## config.mk

```make
export PLATFORM = sky130hd
export DESIGN_NAME = ledr_link
export DESIGN_NICKNAME = d
export VERILOG_FILES = /design/src/rtl/ledr_pkg.sv /design/src/rtl/ledr_complete.sv /design/src/rtl/ledr_tx.sv /design/src/rtl/ledr_rx.sv /design/src/rtl/ledr_link.sv
export SDC_FILE = /design/constraint.sdc
export NUM_CORES = 1
export LEC_CHECK = 0
export BUFFER_PORTS_ARGS = -buffer_cell sky130_fd_sc_hd__clkbuf_2
export CORE_UTILIZATION = 49
export CTS_CLUSTER_SIZE = 8
export DETAILED_ROUTE_END_ITERATION = 10
export GPL_TIMING_DRIVEN = 0
export HOLD_SLACK_MARGIN = 0.03
export PLACE_DENSITY = 0.77
export REMOVE_ABC_BUFFERS = 1
export SKIP_LAST_GASP = 1
export SYNTH_ARGS = -nofsm -noshare
export SYNTH_HDL_FRONTEND = slang
export SYNTH_SLANG_ARGS = --single-unit
```

## constraint.sdc

```tcl
create_clock -name clk -period 2.1 [get_ports clk]
set_input_delay 0.105 -clock clk [delete_from_list [all_inputs] [get_ports clk]]
set_output_delay 0.105 -clock clk [all_outputs]
set_load 0.005 [all_outputs]
```

## src/rtl/ledr_pkg.sv

```systemverilog
package ledr_pkg;

  // next phase level of one bit pair: phase flips when the value repeats
  function automatic logic bit_phase_next(input logic d_old, input logic p_old,
                                          input logic d_new);
    return p_old ^ ~(d_old ^ d_new);
  endfunction

  // token parity carried by one bit pair
  function automatic logic bit_parity(input logic d, input logic p);
    return d ^ p;
  endfunction

endpackage

```

## src/rtl/ledr_complete.sv

```systemverilog
module ledr_complete #(
  parameter int W = 8
) (
  input  logic [W-1:0] d,
  input  logic [W-1:0] p,
  output logic         all_odd,
  output logic         all_even
);
  import ledr_pkg::*;

  logic [W-1:0] par_vec;

  for (genvar b = 0; b < W; b++) begin : g_par
    assign par_vec[b] = bit_parity(d[b], p[b]);
  end

  assign all_odd  = &par_vec;
  assign all_even = ~|par_vec;
endmodule

```

## src/rtl/ledr_tx.sv

```systemverilog
module ledr_tx #(
  parameter int W = 8
) (
  input  logic         clk,
  input  logic         rst_n,
  input  logic         in_valid,
  input  logic [W-1:0] in_word,
  input  logic         ack,
  output logic         in_ready,
  output logic         launch,
  output logic [W-1:0] tx_data,
  output logic [W-1:0] tx_phase
);
  import ledr_pkg::*;

  logic         sent_par;
  logic [W-1:0] phase_nx;

  assign in_ready = (ack == sent_par);
  assign launch   = in_valid && in_ready;

  for (genvar b = 0; b < W; b++) begin : g_bit
    assign phase_nx[b] = bit_phase_next(tx_data[b], tx_phase[b], in_word[b]);
  end

  always_ff @(posedge clk) begin
    if (!rst_n) begin
      tx_data  <= '0;
      tx_phase <= '0;
      sent_par <= 1'b0;
    end else if (launch) begin
      tx_data  <= in_word;
      tx_phase <= phase_nx;
      sent_par <= ~sent_par;
    end
  end

  p_value_r2: assert property (@(posedge clk) disable iff (!rst_n)
    launch |=> tx_data == $past(in_word));

  p_one_wire_r5: assert property (@(posedge clk) disable iff (!rst_n)
    launch |=> ((tx_data ^ $past(tx_data)) ^ (tx_phase ^ $past(tx_phase))) == {W{1'b1}});

  p_hold_r5: assert property (@(posedge clk) disable iff (!rst_n)
    !launch |=> $stable(tx_data) && $stable(tx_phase));

  p_busy_r6: assert property (@(posedge clk) disable iff (!rst_n)
    launch |=> !in_ready);
endmodule

```

## src/rtl/ledr_rx.sv

```systemverilog
module ledr_rx #(
  parameter int W = 8
) (
  input  logic         clk,
  input  logic         rst_n,
  input  logic [W-1:0] rx_data,
  input  logic [W-1:0] rx_phase,
  output logic         accept,
  output logic         out_valid,
  output logic [W-1:0] out_word,
  output logic         ack
);
  logic all_odd, all_even;

  ledr_complete #(.W(W)) u_complete (
    .d        (rx_data),
    .p        (rx_phase),
    .all_odd  (all_odd),
    .all_even (all_even)
  );

  // ack level equals the parity of the last accepted token
  assign accept = (all_odd && !ack) || (all_even && ack);

  always_ff @(posedge clk) begin
    if (!rst_n) begin
      out_valid <= 1'b0;
      out_word  <= '0;
      ack       <= 1'b0;
    end else begin
      out_valid <= accept;
      if (accept) begin
        out_word <= rx_data;
        ack      <= ~ack;
      end
    end
  end

  p_deliver_r7: assert property (@(posedge clk) disable iff (!rst_n)
    accept |=> out_valid && out_word == $past(rx_data));

  p_ack_flip_r8: assert property (@(posedge clk) disable iff (!rst_n)
    accept |=> ack != $past(ack));

  p_ack_hold_r8: assert property (@(posedge clk) disable iff (!rst_n)
    !accept |=> $stable(ack) && !out_valid);
endmodule

```

## src/rtl/ledr_link.sv

```systemverilog
module ledr_link #(
  parameter int W = 8
) (
  input  logic         clk,
  input  logic         rst_n,
  input  logic         in_valid,
  input  logic [W-1:0] in_word,
  output logic         in_ready,
  output logic         out_valid,
  output logic [W-1:0] out_word,
  output logic [W-1:0] link_data,
  output logic [W-1:0] link_phase,
  output logic         link_ack
);
  logic launch;
  logic accept;

  ledr_tx #(.W(W)) u_tx (
    .clk      (clk),
    .rst_n    (rst_n),
    .in_valid (in_valid),
    .in_word  (in_word),
    .ack      (link_ack),
    .in_ready (in_ready),
    .launch   (launch),
    .tx_data  (link_data),
    .tx_phase (link_phase)
  );

  ledr_rx #(.W(W)) u_rx (
    .clk       (clk),
    .rst_n     (rst_n),
    .rx_data   (link_data),
    .rx_phase  (link_phase),
    .accept    (accept),
    .out_valid (out_valid),
    .out_word  (out_word),
    .ack       (link_ack)
  );

  p_take_r7: assert property (@(posedge clk) disable iff (!rst_n)
    launch |=> accept);

  p_one_flight_r6: assert property (@(posedge clk) disable iff (!rst_n)
    launch |-> !accept);
endmodule

```

==> summary.txt, run 1 <==
Outcome
  – Outcome: finished clean

STA
  – Worst clock skew: 0.00309 ns
  – Slew headroom: 0.466
  – Worst-Margin Slew: 0.796 ns
  – Final slew viol count: 0
  – Setup TNS: 0 ns
  – Fmax: 539 MHz
  – Crit share post-route: 0.883
  – Final setup violation count: 0
  – Final Critical Period: 1.85 ns
  – RSZ-0062 raised after global routing: no
  – Hold WS: 0.0531 ns
  – Final Hold Fails: 0

Synth
  – Seq/Total Area, Yosys: 0.442
  – Ys Warns: 0
  – Number of synthesized register bits: 27
  – Distinct cells, synth: 26
  – Avg Cell Area, Syn: 8.61 µm²
  – Netlist Area Pre-Place: 1220 µm²
  – Cells after synthesis: 142
  – Share of the synthesized area in the top cell type: 0.442
  – Yosys top cell by area: dfxtp_1
  – Synth top area cells: dfxtp_1 44%, a21oi_1 7.8%, xnor2_1 5.7%

Routing
  – Highest Signal Layer: met4
  – Via count: 1136
  – Met2 WL post-DR: 1.25 mm
  – Wire length per cell: 12.3 µm
  – Mean number of vias per cell: 5.36
  – WL met3: 128 µm
  – Metal-1 WL: 1.22 mm
  – Initial DRC count: 12
  – Drt total wl: 2.61 mm
  – DRT antenna net count: 0
  – Number of detailed-route iterations in the first pass: 4
  – # DRC: 0

Hold path
  – Worst min-delay path endpoint: u_tx.sent_par
  – Hold_sp: in_valid
  – Worst hold path type: in -> reg
  – Hold depth: 3

Die
  – Row count: 17
  – Chip Width: 51.9 µm
  – Die H: 51.9 µm
  – Core ar.: 2280 µm²
  – Initial core utilization: 0.537
  – Die area: 2700 µm²
  – Num ports: 38

Flow run
  – Max-Cap Viols: 0

Cells and area
  – P&R area growth vs syn: 23.4%
  – Fill count: 198
  – Multi-input logic area: 634 µm²
  – Ratio of cells with drive above 1 in the final layout: 0.272
  – Register Area: 541 µm²
  – ANT cells: 0
  – Nets@finish: 196
  – Most frequent cells in the layout: 37 x clkbuf_2, 27 x dfxtp_1, 19 x a21oi_1
  – Commonest non-fill, non-tap cell in the layout: clkbuf_2

Clock tree
  – Clk root buf: clkbuf_4
  – CTS Buf Count: 3
  – Clock transition at path regs: 0.14 ns
  – H-tree Lvls: 1
  – Post-CTS resize count: 0
  – Post-CTS Hold Buffers: 8
  – Clock sinks: 27
  – CTS Buffer Depth: 2
  – Post-CTS setup buffers: 0
  – TritonCTS clock tree: built
  – Clk Latency, worst-skew pair: 0.33 ns

Critical path
  – Worst r2r src: u_rx.ack
  – CP Class: reg -> reg
  – Worst Path Required: 2.35 ns
  – Worst R2R Path Depth: 4
  – Critical path launch point type: flop
  – Critical path arrival: 2.10 ns
  – Reg2Reg Setup Slack: 0.25 ns
  – Crit. End Element: flop
  – CP Max Fanout: 24
  – Worst reg2reg endpoint: u_tx.tx_phase[2]

Place
  – DP HPWL: 1.77 mm
  – IO Port Bufs: 37
  – Placer Congestion: 0.759

Pwr
  – LEAKAGE: 0.605 nW
  – Max IR drop VDD: 547 µV
  – PwrDens: 627 nW/µm²

Global routing
  – Initial antenna violation count: 0
  – Pin count of the biggest net entering global routing: 28
  – First-pass GRT wire length: 4.22 mm
  – Vias in the first global route: 986
  – Global route total overflow: 0
  – Gr usage total: 0.209
## power breakdown
group / internal [mW] / switching [mW]
Clock: 0.0745 / 0.152
Combinational: 0.0741 / 0.0819
Sequential: 0.535 / 0.0276
## Yosys cell counts
cell	n
xnor2_1	8
nor3_1	1
clkbuf_1	1
dfxtp_1	27
and2_1	1
nand2_1	18
buf_6	1
buf_2	2
clkinv_1	1
buf_1	2
nor4_2	1
mux2i_1	1
nand4_1	1
xor2_1	8
nor2_1	3
nor3_2	1
buf_4	1
or3_1	9
o21ai_1	8
a21oi_1	19
nand3_1	10
inv_1	1
and3_1	1
o21ai_0	8
a21oi_2	7
xnor2_2	1
## metrics by stage
| step | setup slack [ns] | utilization | instance area (µm²) | std cells | power, mW |
|---|---|---|---|---|---|
| 6_report | 0.245 | 0.663 | 1510 | 212 | 0.946 |
| 4_1_cts | 0.252 | 0.663 | 1510 | 212 | 0.944 |
| 3_5_place_dp | 0.281 | 0.616 | 1400 | 200 | 0.718 |
| 5_1_grt | 0.0791 | 0.663 | 1510 | 212 | 0.988 |
| 3_3_place_gp | 0.387 | 0.616 | 1400 | 200 | 0.709 |
| 2_1_floorplan | 0.560 | - | 1180 | 135 | 0.661 |
## registers in the layout (all words and copies together) (netlist names)
signal	cells
u_rx.out_word	8
u_tx.tx_data	8
u_tx.tx_phase	8
u_rx.ack	1
u_rx.out_valid	1
u_tx.sent_par	1
## critical path: stages (launching register included)
cell and delay (ns):
dfxtp_1 0.51, xnor2_2 0.17, nand2_1 0.43, or3_1 0.50
a21oi_1 0.15
## logic make-up (layout without fill, tap and decap cells)
group,after synthesis,in the layout,synth area share
xor gates and xnor gates,17,17,0.128
buffers and inverters,9,51,0.0389
DFF,27,27,0.442
muxes,1,1,0.00819
AOI/OAI and AO/OA,42,42,0.193
and+or+nand+nor,46,46,0.189
## worst max-delay path by stage
stage | from | end | slack, ns | cells after the start
final | u_rx.ack | u_tx.tx_phase[2] | 0.25 | 4
after global routing | u_rx.ack | u_tx.tx_phase[1] | 0.08 | 4
after CTS | u_rx.ack | u_tx.tx_phase[2] | 0.25 | 4
after detailed placement | u_rx.ack | u_tx.tx_phase[2] | 0.28 | 4
after global placement | u_rx.ack | u_tx.tx_phase[7] | 0.39 | 4
after floorplan | u_tx.tx_data[1] | u_rx.ack | 0.56 | 5
## cell type report
| class | instances | area share |
|---|---|---|
| inverter | 2 | 0.00498 |
| clock buffer | 4 | 0.0174 |
| sequential | 27 | 0.358 |
| timing repair buffer | 45 | 0.176 |
| multi-input combinational | 106 | 0.420 |
| tap | 28 | 0.0232 |
## layer usage
metal / up-vias / global-route usage
li1: 577 / -
met1: 523 / 0.271
met2: 34 / 0.346
met3: 2 / 0.0614
met4: 0 / 0.0315
met5: - / 0
No activity file was read; power rests on OpenSTA's default activity.
==> run 2, diff against run 1 <==
--- a/config.mk
+++ b/config.mk
@@ -11,7 +11,7 @@
 export DETAILED_ROUTE_END_ITERATION = 10
 export GPL_TIMING_DRIVEN = 0
 export HOLD_SLACK_MARGIN = 0.03
-export PLACE_DENSITY = 0.77
+export PLACE_DENSITY = 0.82
 export REMOVE_ABC_BUFFERS = 1
 export SKIP_LAST_GASP = 1
 export SYNTH_ARGS = -nofsm -noshare
==> run 2 against run 1 <==
Net effect:
- global-route usage increased by 2.0 points
- flip-flop and latch count did not move
- hold slack worse by 0.014 ns
- critical path type unchanged
- largest power group unchanged
==> summary.txt, run 2 (synthesis results as in run 1) <==
Critical path
  – Worst R2R Path Depth: 4
  – Reg2Reg Setup Slack: 0.24 ns
  – Worst reg2reg endpoint: u_tx.tx_phase[3]
  – Crit. End Element: flop
  – Critical path launch point type: flop
  – CP Class: reg -> reg
  – Worst Path Required: 2.35 ns
  – Critical path arrival: 2.11 ns
  – Worst r2r src: u_rx.ack
  – CP Max Fanout: 24

Cells and area
  – Most frequent cells in the layout: 37 x clkbuf_2, 27 x dfxtp_1, 19 x a21oi_1
  – P&R area growth vs syn: 22.6%
  – Ratio of cells with drive above 1 in the final layout: 0.273
  – Nets@finish: 195
  – Commonest non-fill, non-tap cell in the layout: clkbuf_2
  – ANT cells: 0
  – Fill count: 191
  – Biggest regs: u_rx.out_word: 8 flops, u_tx.tx_data: 8 flops, u_tx.tx_phase: 8 flops

Clock tree
  – TritonCTS clock tree: built
  – Clk root buf: clkbuf_4
  – CTS Buffer Depth: 2
  – Clk Latency, worst-skew pair: 0.33 ns
  – Post-CTS resize count: 0
  – Clock sinks: 27
  – CTS Buf Count: 3
  – Clock transition at path regs: 0.14 ns
  – H-tree Lvls: 1

Flow run
  – Max-Cap Viols: 0

Die
  – Core ar.: 2280 µm²
  – Die area: 2700 µm²
  – Chip Width: 51.9 µm
  – Num ports: 38
  – Die H: 51.9 µm
  – Row count: 17
  – Initial core utilization: 0.537

STA
  – Final WS setup: 0.239 ns
  – Slew headroom: 0.478
  – Crit share post-route: 0.886
  – Worst-Margin Slew: 0.778 ns
  – RSZ-0062 raised after global routing: no
  – Final Hold Fails: 0
  – Worst clock skew: 0.00377 ns
  – Final Critical Period: 1.86 ns
  – Setup TNS: 0 ns
  – Final setup violation count: 0
  – Final slew viol count: 0
  – Fmax: 537 MHz

Hold path
  – Hold_sp: in_word[2]
  – Worst hold path type: in -> reg
  – Hold depth: 3
  – Worst min-delay path endpoint: u_tx.tx_data[2]

Routing
  – Metal-1 WL: 1.18 mm
  – Initial DRC count: 4
  – Number of detailed-route iterations in the first pass: 5
  – Wire length per cell: 13.2 µm
  – Highest Signal Layer: met4
  – Mean number of vias per cell: 5.44
  – Via count: 1148
  – Met2 WL post-DR: 1.43 mm
  – Drt total wl: 2.79 mm
  – WL met3: 138 µm
  – DRT antenna net count: 0
  – # DRC: 0

Global routing
  – Vias in the first global route: 1071
  – First-pass GRT wire length: 4.53 mm
  – Global route total overflow: 0
  – Initial antenna violation count: 0
  – Gr usage total: 0.229
  – Pin count of the biggest net entering global routing: 28

Place
  – DP HPWL: 1.94 mm
  – Placer Congestion: 0.739
  – IO Port Bufs: 37
  – Dpl ws: 0.277 ns

Outcome
  – Outcome: finished clean

Pwr
  – PwrDens: 630 nW/µm²
  – LEAKAGE: 0.601 nW
  – Max IR drop VDD: 426 µV
==> run 2: worst max-delay path, stage by stage (launching register included) <==
cell and delay (ns):
dfxtp_1 0.50, xnor2_2 0.17, nand2_1 0.44, or3_1 0.51, a21oi_1 0.16
==> run 2: worst max path at each step <==
stage	from	endpoint	cells past startpoint	slack, ns
3_3_place_gp	u_tx.tx_data[1]	u_rx.ack	5	0.40
4_1_cts	u_rx.ack	u_tx.tx_phase[6]	4	0.24
3_5_place_dp	u_rx.ack	u_tx.tx_phase[3]	4	0.28
6_report	u_rx.ack	u_tx.tx_phase[3]	4	0.24
2_1_floorplan	u_tx.tx_data[1]	u_rx.ack	5	0.56
5_1_grt	u_rx.ack	u_tx.tx_phase[1]	4	0.09
==> run 2: metal layers <==
| metal | track usage | vias to the layer above |
|---|---|---|
| li1 | - | 575 |
| met1 | 0.263 | 532 |
| met2 | 0.410 | 34 |
| met3 | 0.0614 | 7 |
| met4 | 0.0631 | 0 |
| met5 | 0 | - |
==> run 2: repair_timing <==
item / CTS / global route
hold buffers: 7 / 0
setup buffers: 0 / 0
endpoints found under the hold margin: 7 / 0
==> run 2: power breakdown <==
group | leakage (nW) | switching [mW] | internal [mW]
registers | 0.220 | 0.0287 | 0.535
clock network | 0.0150 | 0.149 | 0.0747
logic | 0.366 | 0.0827 | 0.0729
total | 0.601 | 0.261 | 0.683
==> run 2: area by class of cell <==
type / count / area (µm²) / share of cell area
Timing Repair Buffer: 44 / 255 / 0.170
Sequential cell: 27 / 541 / 0.361
Tap cell: 28 / 35.0 / 0.0234
Multi-Input combinational cell: 106 / 634 / 0.423
Inverter: 2 / 7.51 / 0.00501
Clock buffer: 4 / 26.3 / 0.0175
==> run 2: stage by stage <==
| stage | instance area [µm²] | utilization | hold slack (ns) | instances | total power [mW] |
|---|---|---|---|---|---|
| finish | 1500 | 0.659 | 0.0388 | 211 | 0.944 |
| global route | 1500 | 0.659 | 0.0509 | 211 | 0.990 |
| CTS | 1500 | 0.659 | 0.0395 | 211 | 0.948 |
| detailed placement | 1400 | 0.616 | 0.359 | 200 | 0.720 |
| global placement | 1400 | 0.616 | 0.349 | 200 | 0.709 |
| floorplan | 1180 | - | 0.241 | 135 | 0.661 |
==> run 3, diff against run 2 <==
--- a/config.mk
+++ b/config.mk
@@ -9,9 +9,10 @@
 export CORE_UTILIZATION = 49
 export CTS_CLUSTER_SIZE = 8
 export DETAILED_ROUTE_END_ITERATION = 10
+export GPL_ROUTABILITY_DRIVEN = 1
 export GPL_TIMING_DRIVEN = 0
 export HOLD_SLACK_MARGIN = 0.03
-export PLACE_DENSITY = 0.82
+export PLACE_DENSITY = 0.75
 export REMOVE_ABC_BUFFERS = 1
 export SKIP_LAST_GASP = 1
 export SYNTH_ARGS = -nofsm -noshare
==> run 3 against run 2 <==
Net effect:
- non-clock buffer count rose by 1
- sequential share of layout area fell by 0.33 points
- cell count rose by 0.47%
- count of clock-buffer cells in the layout fell by 1
==> summary.txt, run 3 (synthesis results as in run 1) <==
Outcome
  – Outcome: finished clean

Place
  – Placer Congestion: 0.752
  – Placed cell area: 1400 µm²
  – IO Port Bufs: 37
  – DP HPWL: 1.78 mm
  – Dpl ws: 0.318 ns

Clock tree
  – Clock transition at path regs: 0.15 ns
  – Post-CTS setup buffers: 0
  – Clk root buf: clkbuf_4
  – Clk Latency, worst-skew pair: 0.33 ns
  – Clock sinks: 27
  – H-tree Lvls: 1
  – CTS Buf Count: 3
  – TritonCTS clock tree: built
  – CTS Buffer Depth: 2

Cells and area
  – Register Area: 541 µm²
  – Most frequent cells in the layout: 37 x clkbuf_2, 27 x dfxtp_1, 19 x a21oi_1
  – Nets@finish: 196
  – Biggest regs: u_rx.out_word: 8 flops, u_tx.tx_data: 8 flops, u_tx.tx_phase: 8 flops
  – P&R area growth vs syn: 23.7%
  – Fill count: 190
  – ANT cells: 0
  – Commonest non-fill, non-tap cell in the layout: clkbuf_2
  – Finished Cell Area: 1510 µm²
  – Multi-input logic area: 634 µm²
  – Ratio of cells with drive above 1 in the final layout: 0.277

Die
  – Die H: 51.9 µm
  – Num ports: 38
  – Core ar.: 2280 µm²
  – Chip Width: 51.9 µm
  – Initial core utilization: 0.537
  – Die area: 2700 µm²
  – Row count: 17

Routing
  – Via count: 1135
  – DRT antenna net count: 0
  – Mean number of vias per cell: 5.35
  – Initial DRC count: 21
  – Number of detailed-route iterations in the first pass: 4
  – # DRC: 0
  – Drt total wl: 2.61 mm
  – Wire length per cell: 12.3 µm

Critical path
  – CP Class: reg -> reg
  – Max incr delay on CP: 0.50 ns
  – Worst R2R Path Depth: 4
  – Critical path launch point type: flop
  – Worst reg2reg endpoint: u_tx.tx_phase[3]
  – Critical path arrival: 2.05 ns
  – CP cell instances: xnor2_2 > nand2_1 > or3_1 > a21oi_1
  – Reg2Reg Setup Slack: 0.29 ns
  – Worst r2r src: u_rx.ack
  – Crit. End Element: flop
  – Worst Path Required: 2.35 ns
  – Critical-path top delay cell: dfxtp_1
  – CP Max Fanout: 24

Flow run
  – Max-Cap Viols: 0

Global routing
  – Initial antenna violation count: 0
  – Global route total overflow: 0
  – Vias in the first global route: 998
  – First-pass GRT wire length: 4.48 mm
  – Pin count of the biggest net entering global routing: 28
  – Gr usage total: 0.224

STA
  – RSZ-0062 raised after global routing: no
  – Fmax: 554 MHz
  – Final Critical Period: 1.81 ns
  – Slew headroom: 0.469
  – Final WS setup: 0.295 ns
  – Final setup violation count: 0
  – Worst clock skew: 0.00392 ns
  – Crit share post-route: 0.860
  – Hold WS: 0.0455 ns
  – Setup TNS: 0 ns
  – Worst-Margin Slew: 0.791 ns
  – Final slew viol count: 0
  – Final Hold Fails: 0

Pwr
  – LEAKAGE: 0.604 nW
  – Max IR drop VDD: 453 µV
  – PwrDens: 629 nW/µm²

Hold path
  – Worst hold path type: in -> reg
  – Hold depth: 3
  – Hold_sp: in_valid
  – Worst min-delay path endpoint: u_tx.sent_par
-- run 3: cell type report --
cell class                      count  share of cell area
Tap cell                           28              0.0232
Clock buffer                        3              0.0149
Sequential cell                    27               0.357
Clock inverter                      1             0.00496
Multi-Input combinational cell    106               0.419
Timing Repair Buffer               45               0.175
Inverter                            2             0.00496
-- run 3: worst max-delay path, delay by kind of cell (launching register included) --
kind | cells | cell delay (ns)
flops | 1 | 0.50
xor+xnor | 1 | 0.17
simple gates | 2 | 0.90
compound gates | 1 | 0.15
-- run 3: where the power goes --
group	leakage, nW	total, mW	internal [mW]	switching [mW]
Sequential	0.220	0.563	0.535	0.0274
Clock	0.0139	0.233	0.0729	0.160
Combinational	0.370	0.156	0.0741	0.0820
-- run 3: repair_timing --
action                    in CTS  in global routing
gates resized for setup        0                  0
hold buffers                   8                  0
hold endpoints to repair       8                  0
-- run 3: layer usage --
layer,global-route usage,wire [µm],vias up
met3,0.0292,116,6
li1,-,-,575
met2,0.363,1250,43
met5,0,0,-
met4,0.104,40,0
met1,0.291,1210,511
-- run 3: how the worst max path moves through the flow --
| stage | slack [ns] | cells past startpoint | endpoint | from |
|---|---|---|---|---|
| floorplan | 0.56 | 5 | u_rx.ack | u_tx.tx_data[1] |
| global placement | 0.39 | 4 | u_tx.tx_phase[1] | u_rx.ack |
| detailed placement | 0.32 | 4 | u_tx.tx_phase[7] | u_rx.ack |
| CTS | 0.27 | 4 | u_tx.tx_phase[3] | u_rx.ack |
| global route | 0.07 | 4 | u_tx.tx_phase[3] | u_rx.ack |
| finish | 0.29 | 4 | u_tx.tx_phase[3] | u_rx.ack |
-- run 3: per-stage QoR --
stage | cells | total power [mW] | util
floorplan | 135 | 0.661 | -
global placement | 200 | 0.710 | 0.616
detailed placement | 200 | 0.718 | 0.616
CTS | 212 | 0.959 | 0.665
global route | 212 | 1.00 | 0.665
finish | 212 | 0.952 | 0.665
